**src/rtl/fetchq_pkg.sv**
```systemverilog
package fetchq_pkg;
  typedef enum logic [1:0] {
    ST_XLAT  = 2'd0,
    ST_TRANS = 2'd1,
    ST_ISSUE = 2'd2,
    ST_DONE  = 2'd3
  } fq_state_e;
endpackage

```
**src/rtl/fetchq_scan.sv**
```systemverilog
// Oldest entry with hit set, walking count_i slots of the ring from start_i.
module fetchq_scan #(
  parameter int DEPTH = 4,
  parameter int IW    = 2,
  parameter int CW    = 3
) (
  input  logic [DEPTH-1:0] hit_i,
  input  logic [IW-1:0]    start_i,
  input  logic [CW-1:0]    count_i,
  output logic             found_o,
  output logic [IW-1:0]    idx_o
);
  int j;
  always_comb begin
    found_o = 1'b0;
    idx_o   = '0;
    j       = 0;
    for (int k = 0; k < DEPTH; k++) begin
      j = int'(start_i) + k;
      if (j >= DEPTH) j = j - DEPTH;
      if (!found_o && (k < int'(count_i)) && hit_i[j[IW-1:0]]) begin
        found_o = 1'b1;
        idx_o   = j[IW-1:0];
      end
    end
  end
endmodule

```
**src/rtl/fetchq_send_ctl.sv**
```systemverilog
// Pending-head advance and cache retry state.
module fetchq_send_ctl (
  input  logic clk_i,
  input  logic rst_ni,
  input  logic head_ok_i,
  input  logic head_skip_i,
  input  logic ready_i,
  input  logic retry_i,
  output logic req_valid_o,
  output logic issue_o,
  output logic skip_o,
  output logic wait_o
);
  logic wait_q, wait_d, step;

  assign step        = !wait_q || retry_i;
  assign req_valid_o = step && head_ok_i && !head_skip_i;
  assign issue_o     = req_valid_o && ready_i;
  assign skip_o      = step && head_ok_i && head_skip_i;
  assign wait_o      = wait_q;

  always_comb begin
    wait_d = wait_q;
    if (req_valid_o && !ready_i) wait_d = 1'b1;
    else if (wait_q && retry_i)  wait_d = 1'b0;
  end

  always_ff @(posedge clk_i or negedge rst_ni) begin
    if (!rst_ni) wait_q <= 1'b0;
    else         wait_q <= wait_d;
  end
endmodule

```
**src/rtl/fetchq_out.sv**
```systemverilog
// Registered line / slot-release output.
module fetchq_out #(
  parameter int PC_W   = 32,
  parameter int DATA_W = 64,
  parameter int TAG_W  = 4
) (
  input  logic              clk_i,
  input  logic              rst_ni,
  input  logic              pop_i,
  input  logic              drop_i,
  input  logic [DATA_W-1:0] data_i,
  input  logic              fault_i,
  input  logic [TAG_W-1:0]  stream_i,
  input  logic [TAG_W-1:0]  pred_i,
  input  logic [PC_W-1:0]   pc_i,
  output logic              line_valid_o,
  output logic [DATA_W-1:0] line_data_o,
  output logic              line_fault_o,
  output logic [TAG_W-1:0]  line_stream_o,
  output logic [TAG_W-1:0]  line_pred_o,
  output logic [PC_W-1:0]   line_pc_o,
  output logic              slot_free_o
);
  always_ff @(posedge clk_i or negedge rst_ni) begin
    if (!rst_ni) begin
      line_valid_o  <= 1'b0;
      slot_free_o   <= 1'b0;
      line_data_o   <= '0;
      line_fault_o  <= 1'b0;
      line_stream_o <= '0;
      line_pred_o   <= '0;
      line_pc_o     <= '0;
    end else begin
      line_valid_o <= pop_i && !drop_i;
      slot_free_o  <= pop_i && drop_i;
      if (pop_i && !drop_i) begin
        line_data_o   <= data_i;
        line_fault_o  <= fault_i;
        line_stream_o <= stream_i;
        line_pred_o   <= pred_i;
        line_pc_o     <= pc_i;
      end
    end
  end
endmodule

```
**src/rtl/fetch_line_queue.sv**
```systemverilog
module fetch_line_queue
  import fetchq_pkg::*;
#(
  parameter int LIMIT  = 4,
  parameter int PC_W   = 32,
  parameter int DATA_W = 64,
  parameter int TAG_W  = 4
) (
  input  logic                         clk_i,
  input  logic                         rst_ni,
  input  logic                         push_valid_i,
  input  logic [PC_W-1:0]              push_pc_i,
  input  logic [TAG_W-1:0]             push_stream_i,
  input  logic [TAG_W-1:0]             push_pred_i,
  output logic                         push_ready_o,
  input  logic [TAG_W-1:0]             live_stream_i,
  input  logic [TAG_W-1:0]             live_pred_i,
  input  logic                         halted_i,
  input  logic                         xlat_valid_i,
  input  logic                         xlat_fault_i,
  output logic                         mem_req_valid_o,
  output logic [PC_W-1:0]              mem_req_pc_o,
  input  logic                         mem_req_ready_i,
  input  logic                         mem_retry_i,
  input  logic                         mem_resp_valid_i,
  input  logic [DATA_W-1:0]            mem_resp_data_i,
  output logic                         line_valid_o,
  output logic [DATA_W-1:0]            line_data_o,
  output logic                         line_fault_o,
  output logic [TAG_W-1:0]             line_stream_o,
  output logic [TAG_W-1:0]             line_pred_o,
  output logic [PC_W-1:0]              line_pc_o,
  output logic                         slot_free_o,
  output logic                         retry_wait_o,
  output logic [$clog2(LIMIT+1)-1:0]   in_flight_o,
  output logic                         drained_o
);
  localparam int IW = (LIMIT > 1) ? $clog2(LIMIT) : 1;
  localparam int CW = $clog2(LIMIT + 1);

  fq_state_e         st_q   [LIMIT];
  logic              flt_q  [LIMIT];
  logic [TAG_W-1:0]  strm_q [LIMIT];
  logic [TAG_W-1:0]  pred_q [LIMIT];
  logic [PC_W-1:0]   pc_q   [LIMIT];
  logic [DATA_W-1:0] data_q [LIMIT];

  // ring order: head_q .. split_q = transfer region, split_q .. tail_q = pending
  logic [IW-1:0] head_q, split_q, tail_q;
  logic [CW-1:0] pend_q, xfer_q, in_flight;

  logic [LIMIT-1:0] in_xlat, in_issue, discard;
  logic             xlat_hit, mem_hit;
  logic [IW-1:0]    xlat_idx, mem_idx;
  logic             head_ok, head_skip, issue, skip, move;
  logic             pop, pop_drop, push_acc;

  function automatic logic [IW-1:0] ring_next(input logic [IW-1:0] p);
    return (p == IW'(LIMIT - 1)) ? '0 : p + 1'b1;
  endfunction

  for (genvar g = 0; g < LIMIT; g++) begin : g_ent
    assign in_xlat[g]  = (st_q[g] == ST_XLAT);
    assign in_issue[g] = (st_q[g] == ST_ISSUE);
    assign discard[g]  = !in_xlat[g] && !in_issue[g] &&
                         ((strm_q[g] != live_stream_i) || (pred_q[g] != live_pred_i));
  end

  fetchq_scan #(.DEPTH(LIMIT), .IW(IW), .CW(CW)) u_xlat_scan (
    .hit_i   (in_xlat),
    .start_i (split_q),
    .count_i (pend_q),
    .found_o (xlat_hit),
    .idx_o   (xlat_idx)
  );

  fetchq_scan #(.DEPTH(LIMIT), .IW(IW), .CW(CW)) u_mem_scan (
    .hit_i   (in_issue),
    .start_i (head_q),
    .count_i (xfer_q),
    .found_o (mem_hit),
    .idx_o   (mem_idx)
  );

  assign head_ok   = (pend_q != '0) && (st_q[split_q] == ST_TRANS);
  assign head_skip = flt_q[split_q] || discard[split_q];

  fetchq_send_ctl u_send (
    .clk_i       (clk_i),
    .rst_ni      (rst_ni),
    .head_ok_i   (head_ok),
    .head_skip_i (head_skip),
    .ready_i     (mem_req_ready_i),
    .retry_i     (mem_retry_i),
    .req_valid_o (mem_req_valid_o),
    .issue_o     (issue),
    .skip_o      (skip),
    .wait_o      (retry_wait_o)
  );

  assign mem_req_pc_o = pc_q[split_q];
  assign move         = issue || skip;

  assign pop      = (xfer_q != '0) && (st_q[head_q] == ST_DONE);
  assign pop_drop = discard[head_q];

  fetchq_out #(.PC_W(PC_W), .DATA_W(DATA_W), .TAG_W(TAG_W)) u_out (
    .clk_i         (clk_i),
    .rst_ni        (rst_ni),
    .pop_i         (pop),
    .drop_i        (pop_drop),
    .data_i        (data_q[head_q]),
    .fault_i       (flt_q[head_q]),
    .stream_i      (strm_q[head_q]),
    .pred_i        (pred_q[head_q]),
    .pc_i          (pc_q[head_q]),
    .line_valid_o  (line_valid_o),
    .line_data_o   (line_data_o),
    .line_fault_o  (line_fault_o),
    .line_stream_o (line_stream_o),
    .line_pred_o   (line_pred_o),
    .line_pc_o     (line_pc_o),
    .slot_free_o   (slot_free_o)
  );

  assign in_flight    = pend_q + xfer_q;
  assign in_flight_o  = in_flight;
  assign push_ready_o = (in_flight < CW'(LIMIT));
  assign push_acc     = push_valid_i && push_ready_o;
  assign drained_o    = halted_i && (in_flight == '0) && !line_valid_o;

  always_ff @(posedge clk_i or negedge rst_ni) begin
    if (!rst_ni) begin
      head_q  <= '0;
      split_q <= '0;
      tail_q  <= '0;
      pend_q  <= '0;
      xfer_q  <= '0;
    end else begin
      if (push_acc) tail_q  <= ring_next(tail_q);
      if (move)     split_q <= ring_next(split_q);
      if (pop)      head_q  <= ring_next(head_q);
      pend_q <= pend_q + CW'(push_acc) - CW'(move);
      xfer_q <= xfer_q + CW'(move) - CW'(pop);
    end
  end

  always_ff @(posedge clk_i or negedge rst_ni) begin
    if (!rst_ni) begin
      for (int i = 0; i < LIMIT; i++) begin
        st_q[i]   <= ST_DONE;
        flt_q[i]  <= 1'b0;
        strm_q[i] <= '0;
        pred_q[i] <= '0;
        pc_q[i]   <= '0;
        data_q[i] <= '0;
      end
    end else begin
      if (push_acc) begin
        st_q[tail_q]   <= ST_XLAT;
        flt_q[tail_q]  <= 1'b0;
        strm_q[tail_q] <= push_stream_i;
        pred_q[tail_q] <= push_pred_i;
        pc_q[tail_q]   <= push_pc_i;
        data_q[tail_q] <= '0;
      end
      if (xlat_valid_i && xlat_hit) begin
        st_q[xlat_idx]  <= ST_TRANS;
        flt_q[xlat_idx] <= xlat_fault_i;
      end
      if (issue) st_q[split_q] <= ST_ISSUE;
      if (skip)  st_q[split_q] <= ST_DONE;
      if (mem_resp_valid_i && mem_hit) begin
        st_q[mem_idx]   <= ST_DONE;
        data_q[mem_idx] <= mem_resp_data_i;
      end
    end
  end
endmodule

```
**config.mk**
```make
export PLATFORM = sky130hd
export DESIGN_NAME = fetch_line_queue
export DESIGN_NICKNAME = d
export VERILOG_FILES = /design/src/rtl/fetchq_pkg.sv /design/src/rtl/fetchq_scan.sv /design/src/rtl/fetchq_send_ctl.sv /design/src/rtl/fetchq_out.sv /design/src/rtl/fetch_line_queue.sv
export SDC_FILE = /design/constraint.sdc
export NUM_CORES = 1
export LEC_CHECK = 0
export BUFFER_PORTS_ARGS = -buffer_cell sky130_fd_sc_hd__buf_2
export CELL_PAD_IN_SITES_DETAIL_PLACEMENT = 0
export CELL_PAD_IN_SITES_GLOBAL_PLACEMENT = 1
export CORE_ASPECT_RATIO = 0.5
export CORE_MARGIN = 10
export CORE_UTILIZATION = 48
export CTS_CLUSTER_SIZE = 25
export DETAILED_ROUTE_END_ITERATION = 7
export HOLD_SLACK_MARGIN = 0.1
export PLACE_DENSITY_LB_ADDON = 0.1
export SYNTH_ARGS = -nofsm -noshare
export SYNTH_HDL_FRONTEND = slang
export SYNTH_SLANG_ARGS = --single-unit
```
**constraint.sdc**
```tcl
create_clock -name clk_i -period 3.4 [get_ports clk_i]
set_clock_uncertainty 0.15 [all_clocks]
set_input_delay 0.68 -clock clk_i [delete_from_list [all_inputs] [get_ports clk_i]]
set_output_delay 0.68 -clock clk_i [all_outputs]
set_load 0.01 [all_outputs]
```
# Word level (Yosys, flattened, before mapping)
# Index checks and enable logic that the tools add are counted.
# W data, S select, Z words.
# op_classes
n_addsub	22
order_cmp	36
n_eq_ne	17
n_mux	110
n_bitwise	19
reduce_logical	75
# ops
op	count
$mux W256	2
$and A256 B256 Y256	1
$bwmux W256	1
$demux W64 S2	2
$mux W64	4
$not A256 Y256	1
$mux W32	5
$bmux W32 S2	2
$bmux W64 S2	1
$bwmux W128	1
$demux W32 S2	1
$mux W2	27
$logic_and A1 B1 Y1	41
$mux W8	5
$ge A3 B3 Y1 const B	11
$bwmux W16	2
$ne A4 B4 Y1	8
$lt A2 B3 Y1 const B	10
$mux W4	7
$mux W1	26
$bmux W1 S2	12
$logic_not A1 Y1	19
$bmux W4 S2	2
$demux W2 S2	4
other kinds (30)	84
# totals
reg_bits	548
inputBits	121
wordCells	316

# Longest topological paths before layout
# Gate-level depths: netlist of the first run.
# logic_depth
depth_word	32
ltp_mapped	15
ltp_nobuf	14

# By module
# A second synthesis of the first run with hierarchy kept.
# unflattened
cells_unflattened	2316
area_unflattened_um2	25999.9
# by_module_without_submodules
mod	instances	cells_each	area_each_um2	seq_area_each_um2
fetch_line_queue	1	2007	21190.3	11020.6
fetchq_out	1	226	4124.0	2677.6
fetchq_scan	2	38	306.5	0.0
fetchq_send_ctl	1	7	72.6	25.0

# Least setup slack after synthesis of the first run
# No wires, ideal clock.
# synth_path
path_kind	input-to-reg
from	input port live_stream_i[1]
to	register xfer_q[2]
setup_time_ps	122
t_arrival_ps	2969
setup_slack_ps	159
path_stages	14
path_buffers	1
path_cell_list	clkbuf_1 > xnor2_1 > nand4_1 > o21ai_0 > a32oi_1 > a21o_1 > o21a_1 > inv_1 > ha_1 > inv_1 > ha_1 > inv_1 > fa_1 > xor2_1
# synth_via
elab_chain_cells	12
# synth_rtl
element	line_no	text
start: declaration	fetch_line_queue.sv:16	input logic [TAG_W-1:0] live_stream_i,
$ne A4 B4 Y1	fetch_line_queue.sv:66	((strm_q[g] != live_stream_i) || (pred_q[g] != live_pred_i));
$logic_or A1 B1 Y1	fetch_line_queue.sv:66	
$logic_and A1 B1 Y1	fetch_line_queue.sv:65	assign discard[g] = !in_xlat[g] && !in_issue[g] &&
$bmux W1 S2 *	fetch_line_queue.sv:86	assign head_skip = flt_q[split_q] || discard[split_q];
$mux W1 (not written as such) *	fetch_line_queue.sv:86	
$logic_or A1 B1 Y1 *	fetch_line_queue.sv:86	
$logic_not A1 Y1	fetchq_send_ctl.sv:17	assign req_valid_o = step && head_ok_i && !head_skip_i;
$logic_and A1 B1 Y1	fetchq_send_ctl.sv:17	
$logic_and A1 B1 Y1	fetchq_send_ctl.sv:18	assign issue_o = req_valid_o && ready_i;
$logic_or A1 B1 Y1 *	fetch_line_queue.sv:102	assign move = issue || skip;
$add A3 B1 Y3 *	fetch_line_queue.sv:144	xfer_q <= xfer_q + CW'(move) - CW'(pop);
$sub A3 B1 Y3 *	fetch_line_queue.sv:144	
end signal: assignment	fetch_line_queue.sv:144	
end: declaration	fetch_line_queue.sv:50	logic [CW-1:0] pend_q, xfer_q, in_flight;
# Mark *: on every way between the ends. The rest lies on a longest branch, timed or not. The select of a mux whose other input is x is not followed.
# A chain may end at the register's enable or synchronous reset.

# Worst setup path after layout of the first run
# layout_path
from	register head_q[0]
to	register data_q[238] in the netlist's numbering
# layout_via
elab_chain_cells	25
# layout_rtl
element	line_no	text
start: declaration	fetch_line_queue.sv:49	logic [IW-1:0] head_q, split_q, tail_q;
start signal: assignment	fetch_line_queue.sv:142	if (pop) head_q <= ring_next(head_q);
$ge A2 B3 Y1 / $sub A2 B1 Y2 (equally long branches)	fetchq_scan.sv:20	if (j >= DEPTH) j = j - DEPTH;
$mux W2	fetchq_scan.sv:20	
$bmux W1 S2	fetchq_scan.sv:21	if (!found_o && (k < int'(count_i)) && hit_i[j[IW-1:0]]) begin
$mux W1 (not written as such)	fetchq_scan.sv:21	
$logic_and A1 B1 Y1	fetchq_scan.sv:21	
$mux W1	fetchq_scan.sv:21	
$logic_not A1 Y1	fetchq_scan.sv:21	
$logic_and A1 B1 Y1 (2 in a row)	fetchq_scan.sv:21	
[... 8 more ...]	n/a	
$mux W2	fetchq_scan.sv:21	
$not A2 Y3 (not written as such)	fetch_line_queue.sv:175	data_q[mem_idx] <= mem_resp_data_i;
$ge A3 B3 Y1 (not written as such) / $lt A3 B1 Y1 (equally long branches)	fetch_line_queue.sv:175	
$logic_and A1 B1 Y1 (not written as such)	fetch_line_queue.sv:175	
$mux W64 (not written as such)	fetch_line_queue.sv:175	
$demux W64 S2	fetch_line_queue.sv:175	
$bwmux W256	fetch_line_queue.sv:175	
$mux W256 *	fetch_line_queue.sv:173	if (mem_resp_valid_i && mem_hit) begin
end signal: indexed assignment	fetch_line_queue.sv:175	
end: declaration	fetch_line_queue.sv:46	logic [DATA_W-1:0] data_q [LIMIT];
# Marked as above.

==> summary.md, run 1 <==
| Metric | Value |
|---|---|
| Status | finished, final reports clean |
| CTS Sinks | 548 |
| Setup WS post-layout | 99.8 ps |
| Area occupied by multi-input gates | 11500 um2 |
| Initial Util | 48.6% |
| Final setup violation count | 0 |
| Post-Layout Cell Count | 3097 |
| Cells after Synth | 2073 |
| DR vias/cell | 5.44 |
| Worst min path class | in2reg |
| Final instance area | 30700 um2 |
| Mapped Area | 26100 um2 |
| Max-slew violation count | 0 |
| # DRC | 0 |
| Initial antenna violation count | 5 |
| Fmax | 303 MHz |
| Avg Synthesized Cell Area | 12.6 um2 |
| Worst Setup End Kind | flop |
| Clock-pin slew on the worst setup and hold paths | 80 ps |
| Net Switching | 0.0118 W |
| MaxCap Viol Count | 0 |
| Placed cell areas | 28900 um2 |
| Clk root buf | clkbuf_16 |
| Vias in the first global route | 18349 |
| PwrDens | 1050 nW/um2 |
| #FFs+latches synth | 548 |
| CTS tree | built |
| Worst skew pair latency | 580 ps |
| Part of the power in registers | 34.6% |
| Post-Syn Nets | 2215 |
| H-tree Lvls | 2 |
| GPL Wtd Cong | 0.801 |
| Combinational cell fraction of total power | 47.4% |
| Input/output buffers | 266 |
| CORE AREA | 53800 um2 |
| Crit path kind | reg2reg |
| Tightest Pin Transition | 962 ps |
| Cell-internal power | 0.0205 W |
| Largest net degree at the start of global routing | 110 |
| Bufs on Longest Clock Path | 3 |
| Peak supply drop | 532 uV |
| Row cnt | 60 |
| 1st-pass router iterations | 5 |
| Pleak | 15.0 nW |
| Routed via count | 16863 |
| Main synth FF type | dfrtp_1 |
| Routed WL per cell | 21.6 um |
| Die area | 64700 um2 |
| Required @ worst endpoint | 3770 ps |
| Worst slew margin | 35.9% |
| CTS Buf Count | 51 |
| DIE WIDTH | 350 um |
| Grt total ovfl | 0 |
| Share of cells above drive strength 1 | 38.1% |
| RSZ-0062 raised after global routing | false |
| Count of final hold-check violations | 0 |
| Tmin final | 3300 ps |
| Post-synth ARST share | 100% |
| Starting DRT DRC Count | 953 |
| Final core utilization | 57.1% |
| Area Growth Syn to Fin | 17.4% |
| Sw Share | 36.5% |
| DP Worst Slack | -17.3 ps |
| Distinct cells, synth | 63 |
| Clock Power Share | 18.0% |
| Hpwl dp | 44.0 mm |
| Cell Count Post-Placement | 2992 |
| WL final | 66.8 mm |
| Yosys warns | 0 |
| Die Y | 185 um |
| GRT Total Usage | 20.8% |
| Seq. cell area | 13700 um2 |
| I/O pin cnt | 267 |
| CP Launch Type | flop |
| Most common cell after layout, fill and taps aside | dfrtp_1 |
| CP Max Fanout | 7 |
| EDFF count, synth | 0 |
| Register area share after synthesis | 52.5% |
| WP data arrival | 3670 ps |
| # nets final | 2483 |
| First-pass GRT wire length | 107 mm |
| Detail Route Antenna Nets | 0 |
| Final Cycle Share | 97.1% |
| Most frequent cells in the layout | dfrtp_1 (536), nand2_1 (404), mux2_2 (271) |
| # fillers | 4563 |
==> worst paths after layout <==
kind | cells past startpoint | end | startpoint | slack (ps)
min | 3 | data_q[251] | mem_resp_data_i[59] | 190
min reg2reg | 1 | u_out.line_pc_o[9] | u_out.line_pc_o[9] | 350
min in group asynchronous | 2 | tail_q[0] | rst_ni | 410
max in group asynchronous | 3 | data_q[27] | rst_ni | 1810
max reg2reg | 11 | data_q[238] | head_q[0] | 100
max | 11 | data_q[238] | head_q[0] | 100
==> sequential cells by signal, summed over array words and instances, names as in the netlist, 3 cells and up <==
signal,cells
st_q,8
pc_q,128
u_out.line_pc_o,32
pred_q,16
xfer_q,3
flt_q,4
pend_q,3
strm_q,16
data_q,256
u_out.line_stream_o,4
u_out.line_pred_o,4
u_out.line_data_o,64
==> power by group through the flow <==
stage / combinational (W) / clock (W) / sequential, W
final: 0.0153 / 0.00582 / 0.0111
after CTS: 0.0154 / 0.00598 / 0.0111
after global routing: 0.0168 / 0.00627 / 0.0115
after detailed placement: 0.0154 / 0 / 0.0112
after global placement: 0.0151 / 0 / 0.0112
after floorplan: 0.0104 / 0 / 0.0109
==> per-layer routing <==
| metal | vias up | track usage (%) | part of all wire [%] |
|---|---|---|---|
| li1 | 7800 | - | - |
| met5 | - | 0 | 0 |
| met1 | 8700 | 27.2 | 44 |
| met3 | 86 | 3.15 | 3.7 |
| met4 | 0 | 4.34 | 1.7 |
| met2 | 277 | 36.6 | 50 |
==> cells by family (layout without fill, tap and decap cells) <==
group / after synthesis / in the layout / share of synthesized area (%)
flip-flops: 548 / 548 / 52.5
XOR/XNOR: 36 / 36 / 1.21
AND/OR/NAND/NOR: 486 / 486 / 7.57
other: 0 / 4 / 0
multiplexers: 542 / 542 / 28.9
AO/OA/AOI/OAI: 197 / 197 / 4.77
buffers and inverters: 243 / 550 / 3.96
adder cells (fa/ha/maj): 21 / 21 / 1.09
==> cell usage after synthesis, drive strengths merged, types with 3 or more instances <==
| master | count | area share (%) |
|---|---|---|
| dfrtp | 540 | 52 |
| o32a | 3 | 0.11 |
| mux4 | 142 | 12 |
| o2111ai | 3 | 0.10 |
| nand2 | 410 | 5.9 |
| a32oi | 3 | 0.10 |
| nand4 | 9 | 0.22 |
| and2 | 6 | 0.14 |
| ha | 18 | 0.86 |
| clkbuf | 72 | 1.0 |
| nor2b | 8 | 0.19 |
| o31ai | 5 | 0.14 |
| nand3 | 8 | 0.15 |
| a221o | 4 | 0.15 |
| inv | 96 | 1.4 |
| mux2 | 271 | 12 |
| nor3 | 3 | 0.057 |
| buf | 74 | 1.5 |
| o21ai | 142 | 3.0 |
| nor2 | 15 | 0.22 |
| fa | 3 | 0.23 |
| a21oi | 4 | 0.077 |
| dfstp | 8 | 0.80 |
| mux2i | 129 | 4.9 |
| and3 | 4 | 0.096 |
| o211ai | 9 | 0.26 |
| xnor2 | 34 | 1.1 |
| or3 | 3 | 0.072 |
| nor3b | 4 | 0.11 |
| nand2b | 8 | 0.19 |
==> metrics by stage <==
step	hold WS, ps	power, W	TNS, ps
2_1_floorplan	234	0.0213	0
3_3_place_gp	332	0.0263	0
6_report	187	0.0323	0
3_5_place_dp	337	0.0266	-17.3
5_1_grt	166	0.0346	0
4_1_cts	149	0.0326	0
==> area by class of cell <==
class | instances | area share (%)
well taps | 713 | 2.91
flip-flops and latches | 548 | 44.8
clock buffers | 77 | 5.03
clock inverters | 15 | 0.449
diodes | 4 | 0.0326
multi-input cells | 1282 | 37.3
repair buffers | 361 | 8.26
inverters | 97 | 1.19
==> timing repair <==
item / in CTS / in global routing
setup buffers: 0 / 8
endpoints found under the hold margin: 28 / 0
hold buffers: 1 / 0
resized for setup: 0 / 4
endpoints found under the setup margin: 0 / 7
==> critical path, stage by stage (launching register included) <==
cell,delay (ps)
dfrtp_4,500
buf_4,170
inv_2,60
mux4_2,510
or4_4,540
a211o_1,330
a22oi_2,330
buf_12,170
buf_4,180
buf_4,170
nand2_1,70
o21ai_2,50
No activity file was read; power rests on OpenSTA's default activity.
==> run 2, diff against run 1 <==
--- a/config.mk
+++ b/config.mk
@@ -5,12 +5,13 @@
 export SDC_FILE = /design/constraint.sdc
 export NUM_CORES = 1
 export LEC_CHECK = 0
+export ABC_AREA = 1
 export BUFFER_PORTS_ARGS = -buffer_cell sky130_fd_sc_hd__buf_2
 export CELL_PAD_IN_SITES_DETAIL_PLACEMENT = 0
 export CELL_PAD_IN_SITES_GLOBAL_PLACEMENT = 1
 export CORE_ASPECT_RATIO = 0.5
 export CORE_MARGIN = 10
-export CORE_UTILIZATION = 48
+export CORE_UTILIZATION = 44
 export CTS_CLUSTER_SIZE = 25
 export DETAILED_ROUTE_END_ITERATION = 7
 export HOLD_SLACK_MARGIN = 0.1
==> run 2 against run 1 <==
Power up 10%. Sequential power about the same. Clock power is 10% higher. Clock-buffer cell count decreased by 4. Sequential cell count is the same. Combinational power increased by 18%. Non-clock buffer count fell by 28. Register-to-register slack improved by 290 ps. Utilization down 5.8 points. Area after synthesis is 5.7% higher. Synthesized cell count rose by 76%.
==> summary.md, run 2 <==
| Metric | Value |
|---|---|
| Status | finished, final reports clean (unchanged) |
| CP Launch Type | flop (unchanged) |
| PwrDens | 1130 nW/um2 (was 1050 nW/um2) |
| Routed WL per cell | 17.1 um (was 21.6 um) |
| Pleak | 16.1 nW (was 15.0 nW) |
| Clock-pin slew on the worst setup and hold paths | 70 ps (was 80 ps) |
| CP Max Fanout | 5 (was 7) |
| CTS Sinks | 548 (unchanged) |
| GPL Wtd Cong | 0.820 (was 0.801) |
| Bufs on Longest Clock Path | 3 (unchanged) |
| Fmax | 310 MHz (was 303 MHz) |
| R2r startpoint | head_q[0] (unchanged) |
| Area Growth Syn to Fin | 14.2% (was 17.4%) |
| #FFs+latches synth | 548 (unchanged) |
| CTS Buf Count | 52 (was 51) |
| Top post-synthesis cells by count | nand2_1 (1066), dfrtp_1 (540), o21ai_0 (483) (was dfrtp_1 (540), nand2_1 (410), mux2_2 (271)) |
| CP startpoint | pred_q[12] (was head_q[0]) |
| Detail Route Antenna Nets | 0 (unchanged) |
| MaxCap Viol Count | 0 (unchanged) |
| # nets final | 3946 (was 2483) |
| Max-slew violation count | 0 (unchanged) |
| Top reg by flops | data_q (unchanged) |
| Post-synth ARST share | 100% (unchanged) |
| Row cnt | 64 (was 60) |
| Final Cycle Share | 94.8% (was 97.1%) |
| Post-Syn Nets | 3798 (was 2215) |
| Initial Util | 44.8% (was 48.6%) |
| Die Y | 197 um (was 185 um) |
| Initial antenna violation count | 4 (was 5) |
| Starting DRT DRC Count | 1895 (was 953) |
| Most common cell after layout, fill and taps aside | nand2_1 (was dfrtp_1) |
| Cell Count Post-Placement | 4573 (was 2992) |
| Hpwl dp | 48.1 mm (was 44.0 mm) |
| Post-synth top area share | 48.9% (was 51.7%) |
| Hold_sp | mem_resp_data_i[58] (was mem_resp_data_i[59]) |
| Worst Path Buf+Inv | 3 (was 5) |
| DR vias/cell | 5.00 (was 5.44) |
| Clk root buf | clkbuf_16 (unchanged) |
| Crit path kind | reg2out (was reg2reg) |
| Cells after Synth | 3656 (was 2073) |
| WP data arrival | 2390 ps (was 3670 ps) |
| Distinct cells, synth | 40 (was 63) |
| Worst Setup End Kind | output pin (was flop) |
| Most frequent cells in the layout | nand2_1 (1062), dfrtp_1 (537), o21ai_0 (483) (was dfrtp_1 (536), nand2_1 (404), mux2_2 (271)) |
| First-pass GRT wire length | 129 mm (was 107 mm) |
| Vias in the first global route | 23172 (was 18349) |
| Grt total ovfl | 0 (unchanged) |
| Post-Route Setup TNS | 0 ps (unchanged) |
| Final setup violation count | 0 (unchanged) |
| Post-Layout Cell Count | 4674 (was 3097) |
| Largest area contributor in the netlist | dfrtp_1 (unchanged) |
| H-tree Lvls | 2 (unchanged) |
| Worst min path class | in2reg (unchanged) |
| GRT Total Usage | 21.4% (was 20.8%) |
| Tightest Pin Transition | 1010 ps (was 962 ps) |
| Mapped Area | 27600 um2 (was 26100 um2) |
| EDFF count, synth | 0 (unchanged) |
| Critical path's slowest cell | dfrtp_1 (was or4_4) |
| 1st-pass router iterations | 6 (was 5) |
| Yosys warns | 0 (unchanged) |
| Worst slew margin | 32.7% (was 35.9%) |
| Top cells by area, synth | dfrtp_1 (49%), nand2_1 (14%), o21ai_0 (8.8%), inv_1 (5.7%), nor2_1 (4.8%) (was dfrtp_1 (52%), mux4_2 (12%), mux2_2 (12%), nand2_1 (5.9%), mux2i_1 (4.9%)) |
| Die area | 73800 um2 (was 64700 um2) |
| Largest stage delay, worst path | 420 ps (was 540 ps) |
| Pwr Total | 0.0355 W (was 0.0323 W) |
| CORE AREA | 61600 um2 (was 53800 um2) |
| Worst skew pair latency | 600 ps (was 580 ps) |
| Tmin final | 3220 ps (was 3300 ps) |
| I/O pin cnt | 267 (unchanged) |
| Most used cell, CP | nand3_1 (was buf_4) |
| DIE WIDTH | 374 um (was 350 um) |
| Required @ worst endpoint | 2570 ps (was 3770 ps) |
| Main synth FF type | dfrtp_1 (unchanged) |
| Cell-by-cell trace of the critical path | or2_2 -> a22oi_1 -> nand3_1 -> nand3_1 -> nand3_1 -> nand2_1 -> buf_4 -> nand2_1 -> inv_1 -> buf_2 (was buf_4 -> inv_2 -> mux4_2 -> or4_4 -> a211o_1 -> a22oi_2 -> buf_12 -> buf_4 -> buf_4 -> nand2_1 -> o21ai_2) |
| Input/output buffers | 266 (unchanged) |
| Largest net degree at the start of global routing | 206 (was 110) |
| Peak supply drop | 796 uV (was 532 uV) |
| Register area share after synthesis | 49.7% (was 52.5%) |
| Max reg flops | 256 (unchanged) |
| WL final | 80.1 mm (was 66.8 mm) |
| Top Registers | data_q (256), pc_q (128), u_out.line_data_o (64) (unchanged) |
| Count of final hold-check violations | 0 (unchanged) |
| CP delay by family, top | simple AND/OR/NAND/NOR gates (was buffers and inverters) |
| # DRC | 0 (unchanged) |
| Avg Synthesized Cell Area | 7.55 um2 (was 12.6 um2) |
| Final core utilization | 51.2% (was 57.1%) |
| CTS tree | built (unchanged) |
| Routed via count | 23379 (was 16863) |
| Share of cells above drive strength 1 | 12.5% (was 38.1%) |
| Count leader, synth | nand2_1 (was dfrtp_1) |
| RSZ-0062 raised after global routing | false (unchanged) |
run 2: cell types whose count changed after synthesis, sizes merged, moves of 174 or more:
cell	before	now
mux2	271	0
nand2	410	1068
o21ai	142	603
nor2	15	357
inv	96	429
a21oi	4	178
run 2: layout make-up:
cell class              count  area (um2)
inverters                 430        1620
flip-flops and latches    548       13700
well taps                 825        1030
fillers                  6182       30000
diodes                      3        7.51
clock buffers              73        1510
clock inverters            23         333
repair buffers            333        2190
multi-input cells        2439       11100
run 2: worst paths after layout:
check                      depth (start not counted)                     to  slack (ps)
min reg2reg                                        2  u_out.line_data_o[48]         330
max in group asynchronous                          3            data_q[218]        1740
max                                               10        mem_req_valid_o         180
min in group asynchronous                          2     u_out.line_pc_o[5]         470
min                                                3            data_q[122]         160
max reg2reg                                       12            data_q[101]         390
run 2: cell families after synthesis:
| group | Yosys count | share of synthesized area [%] |
|---|---|---|
| adders and majority gates | 21 | 1.03 |
| and+or+nand+nor | 1535 | 21.7 |
| buffers and inverters | 669 | 10.3 |
| AOI/OAI and AO/OA | 858 | 16.5 |
| xor gates and xnor gates | 25 | 0.820 |
| DFF | 548 | 49.7 |
run 2: through the flow:
stage / area [um2] / hold slack [ps] / setup WS (ps)
after CTS: 31500 / 129 / 2.71
final: 31500 / 159 / 176
after global routing: 31500 / 140 / 20.3
after detailed placement: 29700 / 318 / 92.5
after floorplan: 27600 / 234 / 269
after global placement: 29700 / 312 / 115
run 2: metal layers:
metal	vias to the layer above	GRT usage, %	wire (um)
met4	0	5.03	1510
met3	91	2.96	3170
met1	11012	28.7	37700
met2	451	36.5	37700
met5	-	0	0
li1	11825	-	-
run 2: worst reg2reg max path, cell delays in order, from the launching register on:
cell and delay, ps:
dfrtp_4 540, ha_1 360, inv_1 100, nand3_1 120
nand3_2 110, nand3_1 110, a21oi_1 50, nor2_2 340
nand3_1 260, nor2_4 180, buf_4 420, nand2_1 120
nand2_1 80
run 2: power by group:
| part | internal (W) | switching, W |
|---|---|---|
| combinational | 0.00611 | 0.0119 |
| clock | 0.00371 | 0.00268 |
| sequential | 0.00954 | 0.00162 |
run 2: timing repair:
action                                  CTS  global route
hold buffers                              2             0
setup buffers                             0             0
endpoints found under the hold margin    39             0
gates resized for setup                   0             2
endpoints found under the setup margin    0            11
==> run 3, diff against run 2 <==
--- a/config.mk
+++ b/config.mk
@@ -16,6 +16,7 @@
 export DETAILED_ROUTE_END_ITERATION = 7
 export HOLD_SLACK_MARGIN = 0.1
 export PLACE_DENSITY_LB_ADDON = 0.1
+export REMOVE_ABC_BUFFERS = 1
 export SYNTH_ARGS = -nofsm -noshare
 export SYNTH_HDL_FRONTEND = slang
 export SYNTH_SLANG_ARGS = --single-unit
==> run 3 against run 2 <==
Combinational power about the same. Highest routed layer is now met5. Sequential cell count unchanged. Utilization about the same.
==> summary.md, run 3 (same netlist as run 2, synthesis figures left out) <==
| Metric | Value |
|---|---|
| Peak supply drop | 820 uV (was 796 uV) |
| Grt total ovfl | 0 (unchanged) |
| CTS Buf Count | 52 (unchanged) |
| # fillers | 6236 (was 6182) |
| I/O pin cnt | 267 (unchanged) |
| Top reg by flops | data_q (unchanged) |
| Reg-to-reg slack, setup | 230 ps (was 390 ps) |
| Clk root buf | clkbuf_16 (unchanged) |
| Final core utilization | 51.2% (about the same) |
| Cell-internal power | 0.0191 W (was 0.0194 W) |
| Vias in the first global route | 23328 (was 23172) |
| Met3 usage | 2.98% (was 2.96%) |
| CP Max Fanout | 49 (was 5) |
| Starting DRT DRC Count | 1812 (was 1895) |
| Worst Setup End Kind | output pin (unchanged) |
| Largest net degree at the start of global routing | 224 (was 206) |
| WP data arrival | 2390 ps (about the same) |
| Die Y | 197 um (unchanged) |
| Sw Share | 46.0% (was 45.5%) |
| CTS Sinks | 548 (unchanged) |
| Critical R2R Capture | data_q[24] (was data_q[101]) |
| Hold-critical path depth | 2 (was 3) |
| Gr busiest metal | met2 (unchanged) |
| Final Cycle Share | 94.7% (was 94.8%) |
| DR vias/cell | 5.02 (was 5.00) |
| CP Launch Type | flop (unchanged) |
| Worst Path Buf+Inv | 3 (unchanged) |
| Die area | 73800 um2 (unchanged) |
| Reg2reg path depth | 12 (unchanged) |
| Largest stage delay, worst path | 530 ps (was 420 ps) |
| Max-slew violation count | 0 (unchanged) |
| Worst min path class | in2reg (unchanged) |
| Pwr Total | 0.0353 W (was 0.0355 W) |
| Cell-by-cell trace of the critical path | inv_2 -> buf_6 -> o21ai_0 -> o22ai_1 -> buf_2 (was or2_2 -> a22oi_1 -> nand3_1 -> nand3_1 -> nand3_1 -> nand2_1 -> buf_4 -> nand2_1 -> inv_1 -> buf_2) |
| Detail Route Antenna Nets | 0 (unchanged) |
| R2r startpoint | head_q[0] (unchanged) |
| CP delay by family, top | buffers and inverters (was simple AND/OR/NAND/NOR gates) |
| WHS Endpoint | u_send.wait_o (was data_q[122]) |
| Post-Layout Cell Count | 4673 (was 4674) |
| H-tree Lvls | 2 (unchanged) |
| MaxCap Viol Count | 0 (unchanged) |
| Max reg flops | 256 (unchanged) |
| Net Switching | 0.0162 W (about the same) |
| Share of cells above drive strength 1 | 12.4% (was 12.5%) |
| Routed WL per cell | 17.4 um (was 17.1 um) |
| Met1 usage in global routing | 28.4% (was 28.7%) |
| Part of the power in registers | 31.7% (was 31.4%) |
| CTS tree | built (unchanged) |
| Worst slew margin | 3.81% (was 32.7%) |
| RSZ-0062 raised after global routing | false (unchanged) |
| Area Growth Syn to Fin | 14.1% (was 14.2%) |
| Cell Count Post-Placement | 4582 (was 4573) |
| Crit path kind | reg2out (unchanged) |
| WL final | 81.2 mm (was 80.1 mm) |
| # DRC | 0 (unchanged) |
| Tmin final | 3220 ps (about the same) |
| Pleak | 16.1 nW (about the same) |
| Count of final hold-check violations | 0 (unchanged) |
| Worst skew pair latency | 600 ps (about the same) |
| Combinational cell fraction of total power | 51.5% (was 50.6%) |
| Clock Power Share | 16.8% (was 18.0%) |
| GPL Wtd Cong | 0.818 (was 0.820) |
| 1st-pass router iterations | 5 (was 6) |
| Fmax | 311 MHz (was 310 MHz) |
| Input/output buffers | 266 (unchanged) |
| Most common cell after layout, fill and taps aside | nand2_1 (unchanged) |
| Final setup violation count | 0 (unchanged) |
| Top Registers | data_q (256), pc_q (128), u_out.line_data_o (64) (unchanged) |
| Most frequent cells in the layout | nand2_1 (1062), dfrtp_1 (537), o21ai_0 (483) (unchanged) |
| GRT Total Usage | 21.5% (was 21.4%) |
| # nets final | 3954 (was 3946) |
| Fin Hold WS | 148 ps (was 159 ps) |
| Routed via count | 23464 (was 23379) |
| Initial antenna violation count | 2 (was 4) |
| DIE WIDTH | 374 um (unchanged) |
| GR met2 Demand/Resource | 37.2% (was 36.5%) |
| Hold_sp | mem_retry_i (was mem_resp_data_i[58]) |
| Status | finished, final reports clean (unchanged) |
| Ant. Diodes | 0 (was 3) |
| Hpwl dp | 49.3 mm (was 48.1 mm) |
| Critical path's slowest cell | dfrtp_2 (was dfrtp_1) |
| Setup bufs post-CTS | 0 (unchanged) |
| Row cnt | 64 (unchanged) |
| Bufs on Longest Clock Path | 3 (unchanged) |
| PwrDens | 1120 nW/um2 (was 1130 nW/um2) |
| Required @ worst endpoint | 2570 ps (about the same) |
| Initial Util | 44.8% (unchanged) |
| CORE AREA | 61600 um2 (unchanged) |
| First-pass GRT wire length | 130 mm (was 129 mm) |
| Tightest Pin Transition | 1440 ps (was 1010 ps) |
| Clock-pin slew on the worst setup and hold paths | 70 ps (about the same) |
==> run 3: how the worst max path moves through the flow <==
stage | start | to | slack, ps | cells past startpoint
5_1_grt | head_q[0] | data_q[55] | 20 | 12
2_1_floorplan | head_q[0] | u_out.line_data_o[0] | -7900 | 5
4_1_cts | split_q[0] | mem_req_pc_o[22] | 30 | 5
3_3_place_gp | live_pred_i[2] | xfer_q[2] | 170 | 17
6_report | split_q[0] | mem_req_pc_o[22] | 180 | 5
3_5_place_dp | live_pred_i[2] | xfer_q[2] | 140 | 17
==> run 3: final cells by class <==
cell class | instances | area (um2) | area share [%]
Clock buffer | 85 | 1630 | 5.17
Timing Repair Buffer | 341 | 2320 | 7.37
Multi-Input combinational cell | 2439 | 11100 | 35.3
Clock inverter | 5 | 65.1 | 0.206
Tap cell | 825 | 1030 | 3.28
Sequential cell | 548 | 13700 | 43.6
Inverter | 430 | 1620 | 5.13
==> run 3: through the flow <==
stage	TNS (ps)	worst slack, ps	area, um2
6_report	0	180	31500
2_1_floorplan	-2895240	-7900	26400
3_5_place_dp	0	137	29800
3_3_place_gp	0	171	29800
5_1_grt	0	24.0	31500
4_1_cts	0	34.4	31500
==> run 3: what timing repair did <==
action	4_1_cts	5_1_grt
setup endpoints to repair	0	2
gates resized for setup	0	1
hold buffers	1	0
endpoints found under the hold margin	53	0
==> run 3: routing by layer <==
layer / vias to the layer above / routed length, um
met5: - / 18
met4: 2 / 1720
met3: 118 / 3510
met2: 508 / 38500
met1: 10996 / 37500
li1: 11840 / -
==> run 3: power groups by stage <==
| stage | Clock (W) | Sequential [W] | Combinational (W) |
|---|---|---|---|
| after floorplan | 0 | 0.0115 | 0.0107 |
| after global placement | 0 | 0.0112 | 0.0180 |
| after detailed placement | 0 | 0.0113 | 0.0183 |
| after CTS | 0.00612 | 0.0112 | 0.0184 |
| after global routing | 0.00637 | 0.0115 | 0.0208 |
| final | 0.00591 | 0.0112 | 0.0182 |
==> run 3: worst reg2reg max path, cell delays in order (launching register included) <==
cell,delay (ps)
dfrtp_4,550
ha_1,360
inv_1,120
nand3_1,130
nand3_2,120
nand2_2,60
nor2_2,110
nand3_2,100
a21boi_2,310
nand3_2,520
buf_12,380
nand2_1,90
nand2_1,40
